**config.mk**
```make
export PLATFORM = sky130hd
export DESIGN_NAME = dest_addr_filter
export DESIGN_NICKNAME = d
export VERILOG_FILES = /design/src/rtl/daf_pkg.sv /design/src/rtl/daf_ctrl.sv /design/src/rtl/daf_datapath.sv /design/src/rtl/dest_addr_filter.sv
export SDC_FILE = /design/constraint.sdc
export NUM_CORES = 1
export LEC_CHECK = 0
export ABC_AREA = 1
export CAP_MARGIN = 10
export CORE_MARGIN = 1.5
export CORE_UTILIZATION = 58
export DETAILED_ROUTE_END_ITERATION = 8
export GPL_TIMING_DRIVEN = 0
export HOLD_SLACK_MARGIN = 0.12
export PLACE_DENSITY = 0.87
export SYNTH_ARGS = -nofsm -noshare
export SYNTH_HDL_FRONTEND = slang
export SYNTH_HIERARCHICAL = 1
export SYNTH_SLANG_ARGS = --single-unit
```
**constraint.sdc**
```tcl
create_clock -name clk -period 2.7 [get_ports clk]
set_clock_uncertainty 0.1 [all_clocks]
set_input_delay 0.54 -clock clk [delete_from_list [all_inputs] [get_ports clk]]
set_output_delay 0.54 -clock clk [all_outputs]
set_load 0.02 [all_outputs]
```
**src/rtl/daf_pkg.sv**
```systemverilog
package daf_pkg;
  localparam int ADDR_BYTES = 6;
  localparam int POS_W = $clog2(ADDR_BYTES + 1);

  typedef struct packed {
    logic take;
    logic first;
    logic [POS_W-1:0] pos;
  } strobe_t;
endpackage

```
**src/rtl/daf_ctrl.sv**
```systemverilog
module daf_ctrl
  import daf_pkg::*;
(
  input  logic    clk,
  input  logic    rst_n,
  input  logic    byteValid,
  input  logic    frameStart,
  output strobe_t strb,
  output logic    done
);
  logic [POS_W-1:0] count;
  logic [POS_W-1:0] pos;
  logic take, last;

  always_comb begin
    pos  = frameStart ? '0 : count;
    take = byteValid && (frameStart || (count < POS_W'(ADDR_BYTES)));
    last = take && (pos == POS_W'(ADDR_BYTES - 1));
    strb.take  = take;
    strb.first = byteValid && frameStart;
    strb.pos   = pos;
  end

  always_ff @(posedge clk) begin
    if (!rst_n) begin
      count <= POS_W'(ADDR_BYTES);
      done  <= 1'b0;
    end else begin
      done <= last;
      if (take) count <= pos + 1'b1;
    end
  end

  assert_one_cycle_R7: assert property (@(posedge clk) disable iff (!rst_n)
    done |=> !done);

  assert_ignore_extra_R8: assert property (@(posedge clk) disable iff (!rst_n)
    (byteValid && !frameStart && count == POS_W'(ADDR_BYTES)) |=>
      (count == POS_W'(ADDR_BYTES) && !done));
endmodule

```
**src/rtl/daf_datapath.sv**
```systemverilog
module daf_datapath
  import daf_pkg::*;
#(
  parameter int REG_W = 32,
  parameter logic [31:0] POLY = 32'h04C11DB7,
  parameter int HASH_IDX_W = 6
) (
  input  logic             clk,
  input  logic             rst_n,
  input  strobe_t          strb,
  input  logic [7:0]       byteData,
  input  logic             regWrEn,
  input  logic [2:0]       regAddr,
  input  logic [REG_W-1:0] regWrData,
  output logic [REG_W-1:0] regRdData,
  output logic             accept,
  output logic             bcastSeen,
  output logic             groupSeen,
  output logic [1:0]       modeOut,
  output logic             hashEmpty
);
  localparam int AW = 8 * ADDR_BYTES;
  localparam int HIGH_BYTES = ADDR_BYTES - 4;

  logic [REG_W-1:0] stationLo, hashLo, hashHi;
  logic [8*HIGH_BYTES-1:0] stationHi;
  logic [1:0] modeReg;
  logic [31:0] crcReg;
  logic matchReg, onesReg, groupReg;
  logic [AW-1:0] stationAll;
  logic [7:0] stationByte;
  logic [HASH_IDX_W-1:0] hashIdx;
  logic hashBit;

  function automatic logic [31:0] crcByte(input logic [31:0] c, input logic [7:0] d);
    logic [31:0] r;
    logic fb;
    r = c;
    for (int i = 0; i < 8; i++) begin
      fb = r[31] ^ d[i];
      r = {r[30:0], 1'b0};
      if (fb) r = r ^ POLY;
    end
    return r;
  endfunction

  always_comb begin
    stationAll  = {stationHi, stationLo};
    stationByte = stationAll[8*(ADDR_BYTES-1-int'(strb.pos)) +: 8];
  end

  always_ff @(posedge clk) begin
    if (!rst_n) begin
      stationLo <= '0;
      stationHi <= '0;
      hashLo    <= '0;
      hashHi    <= '0;
      modeReg   <= '0;
    end else if (regWrEn) begin
      case (regAddr)
        3'd0: stationLo <= regWrData;
        3'd1: stationHi <= regWrData[8*HIGH_BYTES-1:0];
        3'd2: hashLo    <= regWrData;
        3'd3: hashHi    <= regWrData;
        3'd4: modeReg   <= regWrData[1:0];
        default: ;
      endcase
    end
  end

  always_ff @(posedge clk) begin
    if (!rst_n) begin
      crcReg   <= '1;
      matchReg <= 1'b0;
      onesReg  <= 1'b0;
      groupReg <= 1'b0;
    end else if (strb.take) begin
      crcReg   <= crcByte(strb.first ? 32'hFFFF_FFFF : crcReg, byteData);
      matchReg <= (strb.first || matchReg) && (byteData == stationByte);
      onesReg  <= (strb.first || onesReg) && (byteData == 8'hFF);
      if (strb.first) groupReg <= byteData[0];
    end
  end

  always_comb begin
    hashIdx = crcReg[31 -: HASH_IDX_W];
    hashBit = hashIdx[HASH_IDX_W-1] ? hashHi[hashIdx[HASH_IDX_W-2:0]]
                                    : hashLo[hashIdx[HASH_IDX_W-2:0]];
    if (modeReg[1])    accept = 1'b1;
    else if (onesReg)  accept = !modeReg[0];
    else if (groupReg) accept = hashBit;
    else               accept = matchReg;
  end

  always_comb begin
    case (regAddr)
      3'd0: regRdData = stationLo;
      3'd1: regRdData = REG_W'(stationHi);
      3'd2: regRdData = hashLo;
      3'd3: regRdData = hashHi;
      3'd4: regRdData = REG_W'(modeReg);
      default: regRdData = '0;
    endcase
  end

  assign bcastSeen = onesReg;
  assign groupSeen = groupReg;
  assign modeOut   = modeReg;
  assign hashEmpty = (hashLo == '0) && (hashHi == '0);
endmodule

```
**src/rtl/dest_addr_filter.sv**
```systemverilog
module dest_addr_filter
  import daf_pkg::*;
(
  input  logic        clk,
  input  logic        rst_n,
  input  logic        byteValid,
  input  logic        frameStart,
  input  logic [7:0]  byteData,
  input  logic        regWrEn,
  input  logic [2:0]  regAddr,
  input  logic [31:0] regWrData,
  output logic [31:0] regRdData,
  output logic        decisionValid,
  output logic        accept
);
  strobe_t strb;
  logic bcastSeen, groupSeen, hashEmpty;
  logic [1:0] modeOut;

  daf_ctrl u_ctrl (
    .clk(clk), .rst_n(rst_n), .byteValid(byteValid), .frameStart(frameStart),
    .strb(strb), .done(decisionValid)
  );

  daf_datapath u_dp (
    .clk(clk), .rst_n(rst_n), .strb(strb), .byteData(byteData),
    .regWrEn(regWrEn), .regAddr(regAddr), .regWrData(regWrData),
    .regRdData(regRdData), .accept(accept), .bcastSeen(bcastSeen),
    .groupSeen(groupSeen), .modeOut(modeOut), .hashEmpty(hashEmpty)
  );

  assert_promisc_R5: assert property (@(posedge clk) disable iff (!rst_n)
    (decisionValid && modeOut[1]) |-> accept);

  assert_bcast_reject_R4: assert property (@(posedge clk) disable iff (!rst_n)
    (decisionValid && !modeOut[1] && bcastSeen && modeOut[0]) |-> !accept);

  assert_empty_hash_R6: assert property (@(posedge clk) disable iff (!rst_n)
    (decisionValid && !modeOut[1] && !bcastSeen && groupSeen && hashEmpty) |-> !accept);
endmodule

```
# ---- Yosys cells after proc, flatten, opt, wreduce, memory -nomap -nowiden
# Index checks and enable logic that the tools add are counted.
dict set report classes {
  n_eq_ne 7
  bitwise_logic 16
  shift 1
  addsub 2
  n_lt_le_gt_ge 2
  n_mux 33
  n_reduce_logical 16
}
# op n
set op_table {}
lappend op_table {{2-to-1 mux 32 bit} 15}
lappend op_table {{2-to-1 mux 27 bit} 8}
lappend op_table {{one-hot mux 32 bit (5 select lines)} 1}
lappend op_table {{inverter 14 bit} 8}
lappend op_table {{indexed part select 48 x 32 -> 8 bit} 1}
lappend op_table {{AND reduction 2 bit} 6}
lappend op_table {{binary-select mux 1 bit (select 5 bit)} 2}
lappend op_table {{== test 8 bit} 1}
lappend op_table {{== test 8 bit, second input constant} 1}
lappend op_table {{bitwise XOR 1 bit} 8}
lappend op_table {{== test 3 x 2 -> 1 bit, second input constant} 2}
lappend op_table {{== test 3 bit, second input constant} 2}
lappend op_table {{less-than comparator 5 x 6 -> 1 bit, second input constant} 1}
lappend op_table {{2-to-1 mux 1 bit} 6}
lappend op_table {{logical AND 1 bit} 5}
lappend op_table {{subtractor 3 x 3 -> 4 bit, first input constant} 1}
lappend op_table {{adder 3 x 1 -> 3 bit, second input constant} 1}
lappend op_table {{== test 3 x 1 -> 1 bit, second input constant} 1}
lappend op_table {{zero test 3 bit} 1}
lappend op_table {{logical OR 1 bit} 3}
lappend op_table {{less-than comparator 3 bit, second input constant} 1}
lappend op_table {{2-to-1 mux 3 bit} 1}
lappend op_table {{zero test 1 bit} 1}
dict set report word_totals {
  elab_cells 88
  ff_bits 153
  inputBits 48
  out_inout_bits 34
}

# ---- Longest topological paths before layout
dict set report logic_depth {
  depth_word 32
  mapped_depth 18
  mapped_depth_nobuf 17
}

# ---- Hierarchy
# The synthesis kept the hierarchy.
# module seq_area_each_um2 area_per_inst_um2 cells_each n_inst
set by_module_without_submodules {}
lappend by_module_without_submodules {daf_datapath 2982.9 8117.8 1194 1}
lappend by_module_without_submodules {daf_ctrl 80.1 252.7 38 1}

# ---- Worst setup path before layout
# Ideal clock, no wire load.
dict set report synth_path {
  kind {input port to flip-flop}
  start {in frameStart}
  end {reg u_dp.matchReg}
  t_arrival_ns 2.138
  n_path_buf 1
  required_ns 2.530
  slack_ns 0.392
  setup_ns 0.070
  cell_stages 17
  cell_sequence {inv_2 -> nand2_1 -> inv_1 -> ha_1 -> clkbuf_1 -> nand2_1 -> a21oi_1 -> o21ai_0 -> nand2_1 -> nand2_1 -> nand2_1 -> nand2_1 -> inv_1 -> nand2_1 -> nor2_1 -> nand2_1 -> a21oi_1}
}
# item line_no
set synth_lines {}
lappend synth_lines {{start, declared} dest_addr_filter.sv:7} ;# input logic frameStart,
lappend synth_lines {{end signal, assigned} daf_datapath.sv:79} ;# matchReg <= (strb.first || matchReg) && (byteData == stationByte);
lappend synth_lines {{end, declared} daf_datapath.sv:29} ;# logic matchReg, onesReg, groupReg;

# ---- Worst setup path after layout
dict set report layout_path {
  start {reg u_dp.crcReg[26]}
  end {out accept}
}
dict set report layout_via {
  elab_chain_len 6
  word_cells_on_any_way 8
  classes_between {mux (8)}
}
# item line_no
set layout_lines {}
lappend layout_lines {{start, declared} daf_datapath.sv:28} ;# logic [31:0] crcReg;
lappend layout_lines {{start signal, assigned} daf_datapath.sv:78} ;# crcReg <= crcByte(strb.first ? 32'hFFFF_FFFF : crcReg, byteData);
lappend layout_lines {{binary-select mux 1 bit (select 5 bit), on equally long branches} {daf_datapath.sv:88, daf_datapath.sv:87}}
lappend layout_lines {{2-to-1 mux 1 bit, on equally long branches} {daf_datapath.sv:88, daf_datapath.sv:87}}
lappend layout_lines {{2-to-1 mux 1 bit (*)} daf_datapath.sv:87} ;# hashBit = hashIdx[HASH_IDX_W-1] ? hashHi[hashIdx[HASH_IDX_W-2:0]]
lappend layout_lines {{2-to-1 mux 1 bit (*)} daf_datapath.sv:91} ;# else if (groupReg) accept = hashBit;
lappend layout_lines {{2-to-1 mux 1 bit (*)} daf_datapath.sv:90} ;# else if (onesReg) accept = !modeReg[0];
lappend layout_lines {{2-to-1 mux 1 bit (*)} daf_datapath.sv:89} ;# if (modeReg[1]) accept = 1'b1;
lappend layout_lines {{end, declared} dest_addr_filter.sv:14} ;# output logic accept
# Mark *: on every way between the ends. The rest lies on a longest branch, timed or not. The select of a mux whose other input is x is not followed.

==> run summary <==
Global Route Usage Sum: 39.59%
max-slew violations: 0
die footprint: 14930 um2
final WL: 29920 um
P&R area growth vs syn: 24.62%
initial core utilization: 59.36%
latest clock arrival within the worst-skew pair: 430 ps
Rows: 43
die width: 122.2 um
synthesized area: 8239 um2
status: finished with violations
Post-Place Cell Area: 9275 um2
Clock Tree Buf Depth: 2
Crit. End Element: output port
Max-cap violations: 0
Via Count: 9332
H-tree Lvls: 4
critical path class: flip-flop to output port
crit path DAT: 2150 ps
Fillers: 1082
crit-path max cell delay: 380 ps
# diodes: 0
port bufs: 81
max_slew headroom: 51.28%
min-delay worst type: flip-flop to flip-flop
TritonRoute pass-1 iters: 9
Remaining DRCs: 4
mean cell area of the mapped netlist: 6.804 um2
VDD IR-drop max: 0.7604 mV
Critical Path RT: 2060 ps
# setup viols final: 1
Post-Syn Nets: 1262
final core occ: 73.97%
Final Cell Area: 10270 um2
failing checks: DRC, setup timing
worst path cell trace: clkbuf_4, o21ai_0, nand3_1, nand3_2, nand3_2, nand3_2, nand3_2, nand2_2, nand2_2, buf_6
DPL Wire Length: 20790 um
clk sinks: 153
CTS clk-pin slew, worst paths: 60 ps
non-filler instance count after layout: 1510
drt wl/cell: 19.81 um
first-pass GRT wire length: 44880 um
endpoints failing hold: 0
most used cell along the critical path: nand3_2
CP max-delay cell: dfxtp_4
synth warn: 6
layout cells sized above 1: 12.86%
Tcrit/Tclk final: 103.3%
Worst-Margin Slew: 730.8 ps
Design Power: 6.741 mW
crit path max fanout: 10
die height: 122.2 um
largest net degree at the start of global routing: 17
Placed Instances: 1472
antenna violations before repair: 0
GRT overflow: 0
pwr dens: 656.6 nW/um2
Fin Hold WS: 374.7 ps
CTS tree: built
LEAKAGE: 4.211 nW
final critical path time including I/O delays and setup: 2789 ps
Layout Nets: 1368
number of routed nets with antenna violations: 0
io pins: 82
vias in the first global route: 8467
routability cong.: 1.010
Final Worst Setup Slack: -89.40 ps
Mapped Cells: 1211
crit path launch type: flip-flop
CORE AREA: 13880 um2
Post-Route Setup TNS: -89.40 ps
RSZ-0062 raised after global routing: true
DRT iter0 DRCs: 1634
Max Freq: 358.5 MHz
Root Buffer: clkbuf_16
pre-CTS setup slack: -1120 ps
Num CTS Buffers: 17
Vias/cell: 6.180
worst paths after layout:
path | slack [ps] | startpoint | endpoint | depth (start not counted)
worst max-delay path | -90 | u_dp/crcReg[26]$_SDFFE_PN1P_ | accept | 10
worst min-delay path | 370 | u_dp/modeOut[1]$_SDFFE_PN0P_ | u_dp/modeOut[1]$_SDFFE_PN0P_ | 2
worst max register to register | 230 | u_ctrl/count[2]$_SDFFE_PN1P_ | u_dp/crcReg[19]$_SDFFE_PN1P_ | 9
worst min register to register | 370 | u_dp/modeOut[1]$_SDFFE_PN0P_ | u_dp/modeOut[1]$_SDFFE_PN0P_ | 2
critical path, delay by kind of cell, from the launching register on:
kind,cells,cell delay (ps)
buffers and inverters,2,360
AO/OA/AOI/OAI,1,360
AND/OR/NAND/NOR,7,630
flip-flops,1,380
cell usage in the layout (no fill, tap or decap), types with 8 or more instances in the layout:
cell / n
a21oi_1: 141
a221oi_2: 9
buf_4: 8
clkbuf_1: 47
clkbuf_16: 18
clkbuf_2: 24
clkdlybuf4s15_2: 9
clkdlybuf4s50_1: 43
dfxtp_1: 151
inv_1: 113
nand2_1: 222
nand3_1: 76
nand3_2: 11
nor2_1: 118
o211ai_1: 8
o21ai_0: 148
o21ai_1: 20
o221ai_1: 16
xnor2_1: 13
xor2_1: 23
flip-flops by register name, indices dropped and copies added (netlist names):
name	cells
u_ctrl/count	3
u_ctrl/done	1
u_dp/bcastSeen	1
u_dp/crcReg	32
u_dp/groupSeen	1
u_dp/hashHi	32
u_dp/hashLo	32
u_dp/matchReg	1
u_dp/modeOut	2
u_dp/stationHi	16
u_dp/stationLo	32
power by group:
group / internal [mW] / switching (mW)
clock network: 1.48 / 1.03
registers: 2.40 / 0.101
logic: 0.635 / 1.10
area by class of cell:
type                            count  area, um2  area share [%]
Sequential cell                   153       3068           29.88
Timing Repair inverter              1      8.758         0.08530
Tap cell                          180      225.2           2.194
Timing Repair Buffer               87      783.3           7.629
Buffer                             73      446.7           4.350
Clock buffer                       17      425.4           4.143
Clock inverter                     15      187.7           1.828
Multi-Input combinational cell    862       4639           45.19
Inverter                          122      483.0           4.704
per-layer routing:
metal | vias up | wire length [um] | global-route usage [%]
li1 | 4222 | - | -
met1 | 4205 | 11220 | 51.99
met2 | 759 | 12920 | 62.18
met3 | 146 | 4379 | 11.33
met4 | 0 | 1396 | 14.24
met5 | - | 0 | 0
timing repair:
item                       4_1_cts  5_1_grt
gates cloned                     0        2
buffers inserted                 4        1
hold buffers                     0        0
pin swaps                        1        8
setup endpoints to repair       50       48
gates resized for setup        155      116
hold endpoints to repair         0        0
(Power assumes the default switching activity.)
